[src/rtl/cfgkey_pkg.sv]
package cfgkey_pkg;
  localparam int KEY_W   = 16;
  localparam logic [KEY_W-1:0] KEY_VAL = 16'hA25E;
  localparam int ICTL_W  = 4;
  localparam int ADDR_W  = 2;

  typedef enum logic [ADDR_W-1:0] {
    SEL_LOCK = 2'd0,
    SEL_ICTL = 2'd1,
    SEL_TIM  = 2'd2,
    SEL_NONE = 2'd3
  } reg_sel_e;

  // key comparison on the low field only
  function automatic logic key_hit(input logic [KEY_W-1:0] low_bits);
    return low_bits == KEY_VAL;
  endfunction

  // next open state given this cycle's events
  function automatic logic next_open(input logic cur, input logic lock_wr,
                                     input logic key_ok, input logic prot_req);
    if (lock_wr)       return key_ok;
    else if (prot_req) return 1'b0;
    else               return cur;
  endfunction
endpackage

[src/rtl/cfgkey_decode.sv]
module cfgkey_decode
  import cfgkey_pkg::*;
(
  input  logic              bus_sel,
  input  logic              bus_wr,
  input  logic [ADDR_W-1:0] bus_addr,
  input  logic [KEY_W-1:0]  key_field,
  output logic              lock_wr,
  output logic              key_ok,
  output logic              ictl_req,
  output logic              tim_req
);
  logic wr_any;
  assign wr_any = bus_sel & bus_wr;

  always_comb begin
    lock_wr  = 1'b0;
    ictl_req = 1'b0;
    tim_req  = 1'b0;
    unique case (reg_sel_e'(bus_addr))
      SEL_LOCK: lock_wr  = wr_any;
      SEL_ICTL: ictl_req = wr_any;
      SEL_TIM:  tim_req  = wr_any;
      default:  ;
    endcase
  end

  assign key_ok = key_hit(key_field);
endmodule

[src/rtl/cfgkey_gate.sv]
module cfgkey_gate
  import cfgkey_pkg::*;
(
  input  logic clk,
  input  logic rst_n,
  input  logic lock_wr,
  input  logic key_ok,
  input  logic prot_req,
  output logic open_q,
  output logic grant,
  output logic fault_q
);
  logic refuse;

  assign grant  = prot_req & open_q;
  assign refuse = prot_req & ~open_q;

  always_ff @(posedge clk or negedge rst_n) begin
    if (!rst_n) begin
      open_q  <= 1'b0;
      fault_q <= 1'b0;
    end else begin
      open_q  <= next_open(open_q, lock_wr, key_ok, prot_req);
      fault_q <= refuse;
    end
  end


  key_open_chk: assert property (@(posedge clk) disable iff (!rst_n)
    lock_wr && key_ok |=> open_q);

  bad_key_chk: assert property (@(posedge clk) disable iff (!rst_n)
    lock_wr && !key_ok |=> !open_q);

  grant_spent_chk: assert property (@(posedge clk) disable iff (!rst_n)
    grant |=> !open_q);

  fault_raise_chk: assert property (@(posedge clk) disable iff (!rst_n)
    refuse |=> fault_q);

  fault_cause_chk: assert property (@(posedge clk) disable iff (!rst_n)
    !refuse |=> !fault_q);

  open_hold_chk: assert property (@(posedge clk) disable iff (!rst_n)
    !lock_wr && !prot_req |=> $stable(open_q));
endmodule

[src/rtl/cfgkey_store.sv]
module cfgkey_store #(
  parameter int W = 4
) (
  input  logic         clk,
  input  logic         rst_n,
  input  logic         we,
  input  logic [W-1:0] d,
  output logic [W-1:0] q
);
  always_ff @(posedge clk or negedge rst_n) begin
    if (!rst_n)  q <= '0;
    else if (we) q <= d;
  end


  no_grant_hold_chk: assert property (@(posedge clk) disable iff (!rst_n)
    !we |=> $stable(q));

  load_chk: assert property (@(posedge clk) disable iff (!rst_n)
    we |=> q == $past(d));
endmodule

[src/rtl/cfgkey_guard.sv]
module cfgkey_guard
  import cfgkey_pkg::*;
#(
  parameter int DATA_W = 32,
  parameter int TIM_W  = 26
) (
  input  logic              clk,
  input  logic              rst_n,
  input  logic              bus_sel,
  input  logic              bus_wr,
  input  logic [ADDR_W-1:0] bus_addr,
  input  logic [DATA_W-1:0] bus_wdata,
  output logic [DATA_W-1:0] bus_rdata,
  output logic              wr_fault,
  output logic              cfg_bus16,
  output logic              cfg_addr5,
  output logic              cfg_bigpage,
  output logic              cfg_wprot,
  output logic [TIM_W-1:0]  timing_cfg
);
  logic              lock_wr, key_ok, ictl_req, tim_req, prot_req;
  logic              open_q, grant;
  logic [ICTL_W-1:0] ictl_q;
  logic [TIM_W-1:0]  tim_q;

  cfgkey_decode u_dec (
    .bus_sel  (bus_sel),
    .bus_wr   (bus_wr),
    .bus_addr (bus_addr),
    .key_field(bus_wdata[KEY_W-1:0]),
    .lock_wr  (lock_wr),
    .key_ok   (key_ok),
    .ictl_req (ictl_req),
    .tim_req  (tim_req)
  );

  assign prot_req = ictl_req | tim_req;

  cfgkey_gate u_gate (
    .clk     (clk),
    .rst_n   (rst_n),
    .lock_wr (lock_wr),
    .key_ok  (key_ok),
    .prot_req(prot_req),
    .open_q  (open_q),
    .grant   (grant),
    .fault_q (wr_fault)
  );

  cfgkey_store #(.W(ICTL_W)) u_ictl (
    .clk(clk), .rst_n(rst_n), .we(grant & ictl_req),
    .d(bus_wdata[ICTL_W-1:0]), .q(ictl_q)
  );

  cfgkey_store #(.W(TIM_W)) u_tim (
    .clk(clk), .rst_n(rst_n), .we(grant & tim_req),
    .d(bus_wdata[TIM_W-1:0]), .q(tim_q)
  );

  always_comb begin
    bus_rdata = '0;
    if (bus_sel) begin
      unique case (reg_sel_e'(bus_addr))
        SEL_LOCK: bus_rdata = DATA_W'(open_q);
        SEL_ICTL: bus_rdata = DATA_W'(ictl_q);
        SEL_TIM:  bus_rdata = DATA_W'(tim_q);
        default:  bus_rdata = '0;
      endcase
    end
  end

  assign cfg_bus16   = ictl_q[0];
  assign cfg_addr5   = ictl_q[1];
  assign cfg_bigpage = ictl_q[2];
  assign cfg_wprot   = ictl_q[3];
  assign timing_cfg  = tim_q;


  single_target_chk: assert property (@(posedge clk) disable iff (!rst_n)
    grant && ictl_req ##1 tim_req && !lock_wr |-> !grant);

  spare_addr_chk: assert property (@(posedge clk) disable iff (!rst_n)
    bus_sel && bus_wr && bus_addr == 2'd3 |=> $stable(open_q) && !wr_fault);
endmodule

[config.mk]
export PLATFORM = sky130hd
export DESIGN_NAME = cfgkey_guard
export DESIGN_NICKNAME = d
export VERILOG_FILES = /design/src/rtl/cfgkey_pkg.sv /design/src/rtl/cfgkey_decode.sv /design/src/rtl/cfgkey_gate.sv /design/src/rtl/cfgkey_store.sv /design/src/rtl/cfgkey_guard.sv
export SDC_FILE = /design/constraint.sdc
export NUM_CORES = 1
export LEC_CHECK = 0
export ABC_CLOCK_PERIOD_IN_PS = 1470
export BUFFER_PORTS_ARGS = -buffer_cell sky130_fd_sc_hd__buf_2
export CORE_ASPECT_RATIO = 0.8
export CORE_MARGIN = 8
export CORE_UTILIZATION = 43
export CTS_CLUSTER_SIZE = 10
export DETAILED_ROUTE_END_ITERATION = 6
export PLACE_DENSITY_LB_ADDON = 0.08
export SLEW_MARGIN = 10
export SYNTH_ARGS = -nofsm -noshare
export SYNTH_HDL_FRONTEND = slang
export SYNTH_SLANG_ARGS = --single-unit
[constraint.sdc]
create_clock -name clk -period 1.47 [get_ports clk]
set_input_delay 0 -clock clk [delete_from_list [all_inputs] [get_ports clk]]
set_output_delay 0 -clock clk [all_outputs]
set_load 0.02 [all_outputs]
======== After elaboration in Yosys (flattened, before gate mapping) ========
Index checks and enable logic that the tools add are counted.
operators by class
  bitwise operators ....................... 7
  divide/modulo/power cells ............... 0
  multipliers ............................. 0
  mux-type cells .......................... 7
  magnitude comparators ................... 0
  eq/ne operators ......................... 3
  $add $sub $neg .......................... 0
  shift-type cells ........................ 0
  reduce and logical (&&, ||, !) cells .... 2
operators by type and width
  operator                number
  $pmux W26 S3            1
  $mux W26                1
  $eq A16 B16 Y1 const B  1
  $and A1 B1 Y1           5
  $mux W1                 5
  $eq A2 B1 Y1 const B    1
  $eq A2 B2 Y1 const B    1
  $logic_not A2 Y1        1
  $reduce_bool A2 Y1      1
  $not A1 Y1              1
  $or A1 B1 Y1            1
storage, ports and cells
  RAM bits ................................ 0
  latch bits .............................. 0
  flip-flop bits (word level) ............. 32
  bits in read-only memories .............. 0
  memories kept ........................... 0
  bits of input ports ..................... 38

======== Longest topological paths before layout ========
Gate-level depths: netlist of run 1.
  depth in word-level cells ............... 5
  depth in mapped cells ................... 6
  mapped depth without buffers ............ 3

======== Cells and area by module ========
From an unflattened synthesis of run 1, not the netlist that was laid out.
unflattened totals
  cells, all modules ...................... 127
  area, all modules ....................... 1705.4 um2
by module, submodules not included
  module                 cells each  area each (um2)  times used
  cfgkey_store (u_tim)   55          1069.8           1
  cfgkey_guard           48          330.3            1
  cfgkey_store (u_ictl)  8           145.1            1
  cfgkey_gate            7           82.6             1
  cfgkey_decode          9           77.6             1

======== Worst setup path before layout of run 1 ========
Ideal clock, no wire load.
  path type ............................... flip-flop to output port
  start point ............................. register u_ictl.q[0]
  end point ............................... output port bus_rdata[0]
  buffers on the path ..................... 0
  cell stages (with the launch flop) ...... 4
  arrival ................................. 1.303 ns
  required time ........................... 1.470 ns
  path slack .............................. 0.167 ns
  cells stage by stage .................... dfrtp_1 > mux2i_1 > or2_2 > a21boi_0
between the ends
  longest elaborated chain between the ends .. 2
RTL lines
  element                 line                text
  from (decl)             cfgkey_store.sv:8   output logic [W-1:0] q
  from (signal assigned)  cfgkey_store.sv:11  if (!rst_n) q <= '0;
  from (signal assigned)  cfgkey_store.sv:12  else if (we) q <= d;
  $pmux W26 S3            cfgkey_guard.sv:63  unique case (reg_sel_e'(bus_addr))
  $mux W26                cfgkey_guard.sv:62  if (bus_sel) begin
  to (decl)               cfgkey_guard.sv:13  output logic [DATA_W-1:0] bus_rdata,
No other way between the ends.

======== Worst setup path in the final report of run 1 ========
  start point ............................. register u_gate.open_q
  end point ............................... output port bus_rdata[0]
between the ends
  longest elaborated chain between the ends .. 2
RTL lines
  element                 line                text
  from (decl)             cfgkey_gate.sv:9    output logic open_q,
  from (signal assigned)  cfgkey_gate.sv:23   open_q <= next_open(open_q, lock_wr, key_ok, prot_req);
  $pmux W26 S3            cfgkey_guard.sv:63
  $mux W26                cfgkey_guard.sv:62
No other way between the ends.

==> key figures, run 1 <==
Power and ir drop
  • Worst vdd ir: 0.000687 V
  • Pwr dens: 951 nW/um^2
  • Lkg Pwr: 0.00143 uW

Critical path
  • Crit. End Element: output port
  • Reg2Reg Depth: 3
  • CP Class: flip-flop to output port
  • Worst Path Buf+Inv: 1
  • CP delay by family, top: flip-flops
  • CP Max Fanout: 5
  • Startpoint Class: flip-flop
  • Crit-path slowest cell: dfrtp_1
  • Critical Path Stages: 4
  • Crit-path cells: mux2i_1 -> or2_2 -> a21boi_0 -> buf_2
  • Req. time, crit path: 1.47 ns
  • Critical Path AT: 1.35 ns
  • CP peak stage delay: 0.41 ns

Drt
  • Vias: 1400
  • WL final: 4700 um
  • DRT antenna net count: 0
  • Routed wire per std cell: 16.3 um
  • First-pass iteration count of the detailed router: 4
  • Vias/cell: 4.86
  • Initial DRC Count: 45
  • # DRC: 0

Final layout
  • N_diodes: 0
  • Layout area overhead: 49.4%
  • Fillers: 292
  • Area of the multi-input gates: 751 sq um
  • FF+latch area: 801 sq um
  • Layout cells sized above 1: 54.5%
  • Final layout net count: 281
  • Final cell count without fillers: 288

Yosys
  • Library cells used by synthesis: 30
  • Mapped Cells: 127
  • Post-synthesis sequential area ratio: 48.0%
  • Cell area after synthesis: 1670 sq um
  • FF+latch count, synth: 32
  • Avg Cell Area, Syn: 13.1 sq um
  • Yosys warnings: 0

Floorplanning
  • CORE AREA: 3750 sq um
  • Die X: 85.6 um
  • Die Ht: 71.7 um
  • Die Outline Area: 6140 sq um
  • Row Count: 20
  • Initial Util: 44.4%
  • Ports: 101

Global route
  • Number of global-route vias before repair: 1603
  • Met3 usage: 5.71%
  • Pin count of the biggest net entering global routing: 33
  • GRT overflow: 0
  • Met1 GRT Util: 17.4%
  • Met2 usage: 26.3%
  • Gr busiest metal: met2
  • First-pass GRT wire length: 7670 um
  • Tot GR Track Use: 15.6%
  • Initial antenna violation count: 0

Clock network
  • CTS Buf Count: 5
  • Clock Latency Late Sink: 0.28 ns
  • CTS Hold Buffers Added: 27
  • Clk buf depth: 2
  • CTS H-tree lvls: 2
  • Clk slew on worst S/H paths: 0.07 ns
  • CTS tree: yes
  • Post-CTS Resized: 0
  • Clock root buffer master: clkbuf_8
  • Post-CTS Setup Bufs: 0
  • Clk sink count: 32

Timing
  • Fmax: 0.741 GHz
  • Sum Neg Setup Slack: 0 ns
  • Clk_skew: 0.00860 ns
  • Final Hold Viols: 0
  • Max-Slew Margin vs Limit: 52.8%
  • RSZ-0062 raised after global routing: no
  • Final Critical Period: 1.35 ns
  • Final setup fails: 0
  • Slew of the pin with the lowest slew margin: 0.708 ns
  • Final period util: 91.8%
  • Max-slew violation count: 0

Worst hold path
  • Worst hold path class: primary input to flip-flop
  • Hold path depth: 3

Flow run
  • Max-cap viol count: 0

Place
  • GP Congestion: 0.770
  • I/O Buffers: 88
  • Placed cells: 253
  • Hpwl dp: 3310 um

Run status
  • Status: finished, final reports clean
-- routing by layer --
metal | vias to the layer above | routed length [um]
met3 | 11 | 346
met5 | - | 0
met1 | 663 | 1910
met2 | 55 | 2360
met4 | 0 | 90
li1 | 671 | -
-- power breakdown --
part | internal (uW) | switching [uW] | leakage, uW | total, uW
clock network | 501 | 319 | 0.0000541 | 820
registers | 963 | 58.4 | 0.000432 | 1020
logic | 249 | 278 | 0.000947 | 527
total | 1710 | 655 | 0.00143 | 2370
-- cell usage in the layout, fill, tap and decap left out, drive strengths merged, types with 2 or more instances in the layout --
cell type,n
and3,22
conb,6
nor4b,2
nor2b,4
buf,92
and4,2
dfrtp,32
a22oi,3
nand2,2
dlygate4sd3,27
clkbuf,5
inv,2
mux2,30
-- worst reg2reg max path, delay by kind of cell (launching register included) --
kind,cells,cell delay [ns]
AND/OR/NAND/NOR,1,0.28
buffers and inverters,1,0.15
multiplexers,1,0.34
flip-flops,1,0.41
-- cells by family (layout without fill, tap and decap cells) --
family          Yosys count  count (layout)  synth area share [%]
other cells               1               6                 0.225
buf+inv                  17             129                  8.10
compound gates            6               6                  2.48
simple gates             40              40                  15.8
flops                    32              32                  48.0
mux                      31              31                  25.4
-- synthesized netlist by cell type --
master	count	area, sq um
nor4b_1	2	17.5
o22ai_1	1	6.26
nor2b_2	1	8.76
and4_1	1	8.76
buf_6	2	22.5
buf_4	6	45.0
nor4bb_1	1	10.0
and4_4	1	11.3
nor2_1	1	3.75
a22oi_1	3	22.5
mux2_2	10	113
a21boi_0	1	7.51
clkbuf_1	4	15.0
a21oi_1	1	5.00
mux2i_1	1	10.0
nor3_1	1	5.00
nor2b_1	3	18.8
or4_1	1	7.51
inv_1	2	7.51
nand4b_1	1	8.76
buf_12	2	40.0
conb_1	1	3.75
nand3_1	1	5.00
mux2_4	20	300
or2_2	1	6.26
dfrtp_1	32	801
buf_2	1	5.00
nand2_1	2	7.51
and3_1	22	138
and2b_1	1	7.51
-- sequential cells by signal, indices dropped and copies added (netlist names) --
name            count
u_tim.q            26
u_gate.fault_q      1
u_ictl.q            4
u_gate.open_q       1
-- metrics by stage --
stage | area [sq um] | total power, uW | utilization [%] | setup WS (ns) | hold slack (ns)
after floorplan | 1690 | 1320 | - | 0.167 | -0.296
after global placement | 2110 | 1500 | 56.2 | 0.212 | 0.0937
after detailed placement | 2110 | 1510 | 56.2 | 0.189 | 0.0955
after CTS | 2490 | 2400 | 66.4 | 0.0918 | 0.00988
after global routing | 2490 | 2490 | 66.4 | 0.000161 | 0.0197
final | 2490 | 2370 | 66.4 | 0.121 | 0.0264
-- final timing paths --
path / to / slack (ns) / from
max: bus_rdata[0] / 0.12 / u_gate.open_q$_DFFE_PN0P_
min: u_gate.fault_q$_DFF_PN0_ / 0.03 / bus_wr
max reg2reg: u_tim.q[14]$_DFFE_PN0P_ / 0.18 / u_gate.open_q$_DFFE_PN0P_
min reg2reg: u_tim.q[8]$_DFFE_PN0P_ / 0.53 / u_tim.q[8]$_DFFE_PN0P_
min in group asynchronous: u_tim.q[0]$_DFFE_PN0P_ / 0.30 / rst_n
max in group asynchronous: u_tim.q[14]$_DFFE_PN0P_ / 0.70 / rst_n
-- layout make-up --
class / count / share of cell area (%)
clock buffers: 5 / 2.76
clock inverters: 3 / 1.71
inverters: 2 / 0.301
multi-input cells: 83 / 30.1
flip-flops and latches: 32 / 32.1
well taps: 44 / 2.21
repair buffers: 119 / 30.7
Power figures use the tool's default switching activity.
==> run 2, diff against run 1 <==
- REMOVE_ABC_BUFFERS: not set -> 1
==> key figures, run 2 (synthesized netlist as in run 1, its figures left out) <==
Clock network
  • Clock root buffer master: clkbuf_8 (unchanged)
  • CTS Buf Count: 5 (unchanged)
  • CTS H-tree lvls: 2 (unchanged)
  • CTS tree: yes (unchanged)
  • Clk slew on worst S/H paths: 0.06 ns (was 0.07 ns)
  • Clock Latency Late Sink: 0.28 ns (about the same)
  • Clk buf depth: 2 (unchanged)
  • Clk sink count: 32 (unchanged)

Final layout
  • Layout cells sized above 1: 53.9% (was 54.5%)
  • Leading cell type in the layout, fill and taps excluded: buf_2 (unchanged)
  • Largest Register: u_tim.q (unchanged)
  • Area of the multi-input gates: 751 sq um (unchanged)
  • Max FFs per register: 26 (unchanged)
  • Fillers: 301 (was 292)
  • Final layout net count: 282 (was 281)
  • Layout area overhead: 48.7% (was 49.4%)
  • FF+latch area: 801 sq um (unchanged)
  • Largest registers: u_tim.q x26, u_ictl.q x4 (unchanged)
  • Final cell count without fillers: 290 (was 288)
  • Most frequent cells in the layout: buf_2, dfrtp_1, dlygate4sd3_1, and3_1, mux2_4 (unchanged)

Global route
  • GRT overflow: 0 (unchanged)
  • Number of global-route vias before repair: 1624 (was 1603)
  • Initial antenna violation count: 0 (unchanged)
  • Tot GR Track Use: 16.5% (was 15.6%)
  • First-pass GRT wire length: 8090 um (was 7670 um)
  • Pin count of the biggest net entering global routing: 33 (unchanged)

Timing
  • Final Hold Viols: 0 (unchanged)
  • Final Critical Period: 1.33 ns (was 1.35 ns)
  • Max-slew violation count: 0 (unchanged)
  • Max-Slew Margin vs Limit: 53.1% (was 52.8%)
  • Hold_ws: 0.00591 ns (was 0.0264 ns)
  • Slew of the pin with the lowest slew margin: 0.704 ns (was 0.708 ns)
  • Clk_skew: 0.00543 ns (was 0.00860 ns)
  • Sum Neg Setup Slack: 0 ns (unchanged)
  • Fmax: 0.754 GHz (was 0.741 GHz)
  • Final setup fails: 0 (unchanged)
  • RSZ-0062 raised after global routing: no (unchanged)
  • Final period util: 90.2% (was 91.8%)

Critical path
  • CP Class: flip-flop to flip-flop (was flip-flop to output port)
  • CP Max Fanout: 15 (was 5)
  • Crit. End Element: flip-flop (was output port)
  • Critical Path AT: 1.48 ns (was 1.35 ns)
  • Crit Reg-Reg Startpoint: u_gate.open_q$_DFFE_PN0P_ (unchanged)
  • Req. time, crit path: 1.63 ns (was 1.47 ns)
  • RR Endpoint: u_tim.q[14]$_DFFE_PN0P_ (unchanged)
  • Reg2reg setup slack: 0.14 ns (was 0.18 ns)
  • Reg2Reg Depth: 3 (unchanged)
  • Startpoint Class: flip-flop (unchanged)

Drt
  • DRT antenna net count: 0 (unchanged)
  • WL final: 5100 um (was 4700 um)
  • First-pass iteration count of the detailed router: 4 (unchanged)
  • Routed wire per std cell: 17.6 um (was 16.3 um)
  • Vias: 1472 (was 1400)
  • Initial DRC Count: 32 (was 45)
  • # DRC: 0 (unchanged)
  • Vias/cell: 5.08 (was 4.86)

Floorplanning
  • Die X: 85.6 um (unchanged)
  • Die Ht: 71.7 um (unchanged)
  • Row Count: 20 (unchanged)
  • Initial Util: 44.4% (unchanged)
  • Ports: 101 (unchanged)
  • Die Outline Area: 6140 sq um (unchanged)
  • CORE AREA: 3750 sq um (unchanged)

Worst hold path
  • Hold path start: bus_wr (unchanged)
  • Hold path endpoint: u_gate.fault_q$_DFF_PN0_ (unchanged)
  • Hold path depth: 3 (unchanged)
  • Worst hold path class: primary input to flip-flop (unchanged)

Power and ir drop
  • Worst vdd ir: 0.000664 V (was 0.000687 V)
  • Lkg Pwr: 0.00143 uW (about the same)
  • Pwr dens: 902 nW/um^2 (was 951 nW/um^2)

Flow run
  • Max-cap viol count: 0 (unchanged)

Place
  • I/O Buffers: 88 (unchanged)
  • GP Congestion: 0.762 (was 0.770)
  • Hpwl dp: 3480 um (was 3310 um)
  • Placed cells: 254 (was 253)

Run status
  • Status: finished, final reports clean (unchanged)
==> run 2: cell count changes in the layout (fill, tap and decap cells not counted), sizes merged <==
cell / before / now
bufinv: 1 / 0
clkinvlp: 1 / 0
buf: 92 / 93
clkbuf: 5 / 8
diode: 0 / 1
clkinv: 1 / 0
==> run 2: layout make-up <==
class                           instances  area share (%)
Timing Repair Buffer                  120            31.2
Multi-Input combinational cell         83            30.3
Sequential cell                        32            32.3
Clock buffer                            8            3.63
Inverter                                2           0.303
Antenna cell                            1           0.101
Tap cell                               44            2.22
==> run 2: stage by stage <==
step	setup slack (ns)	utilization, %	instance area (sq um)	power (uW)
floorplan	-0.0572	-	1560	1300
global placement	0.173	56.4	2120	1500
detailed placement	0.163	56.4	2120	1520
CTS	0.0999	66.0	2480	2260
global route	0.0302	66.0	2480	2340
finish	0.144	66.1	2480	2240
==> run 2: how the worst max path moves through the flow <==
stage,startpoint,endpoint,slack (ns),cells after the start
floorplan,bus_addr[1],u_tim.q[10]$_DFFE_PN0P_,-0.06,3
global placement,u_gate.open_q$_DFFE_PN0P_,u_tim.q[15]$_DFFE_PN0P_,0.17,3
detailed placement,u_gate.open_q$_DFFE_PN0P_,u_tim.q[15]$_DFFE_PN0P_,0.16,3
CTS,u_gate.open_q$_DFFE_PN0P_,bus_rdata[0],0.1,4
global route,u_gate.open_q$_DFFE_PN0P_,bus_rdata[0],0.03,4
finish,u_gate.open_q$_DFFE_PN0P_,u_tim.q[14]$_DFFE_PN0P_,0.14,3
==> run 2: timing repair <==
action                                  CTS  global route
endpoints found under the hold margin    62             0
gates resized for setup                   0             1
setup buffers                             0             0
endpoints found under the setup margin    0             1
hold buffers                             27             0
==> run 2: worst max-delay path, cell delays in order, from the launching register on <==
cell	delay, ns
dfrtp_1	0.40
and4_4	0.28
buf_12	0.17
mux2_2	0.35
==> run 2: report_power, final <==
| group | internal [uW] | switching [uW] |
|---|---|---|
| clock | 381 | 295 |
| combinational | 251 | 284 |
| sequential | 964 | 62.1 |
| total | 1600 | 641 |
==> run 2: per-layer routing <==
layer,up-vias,global-route usage [%],wire (um)
met5,-,0,0
met4,0,6.78,82
met3,9,6.40,419
met2,68,26.8,2400
met1,721,19.1,2210
li1,674,-,-
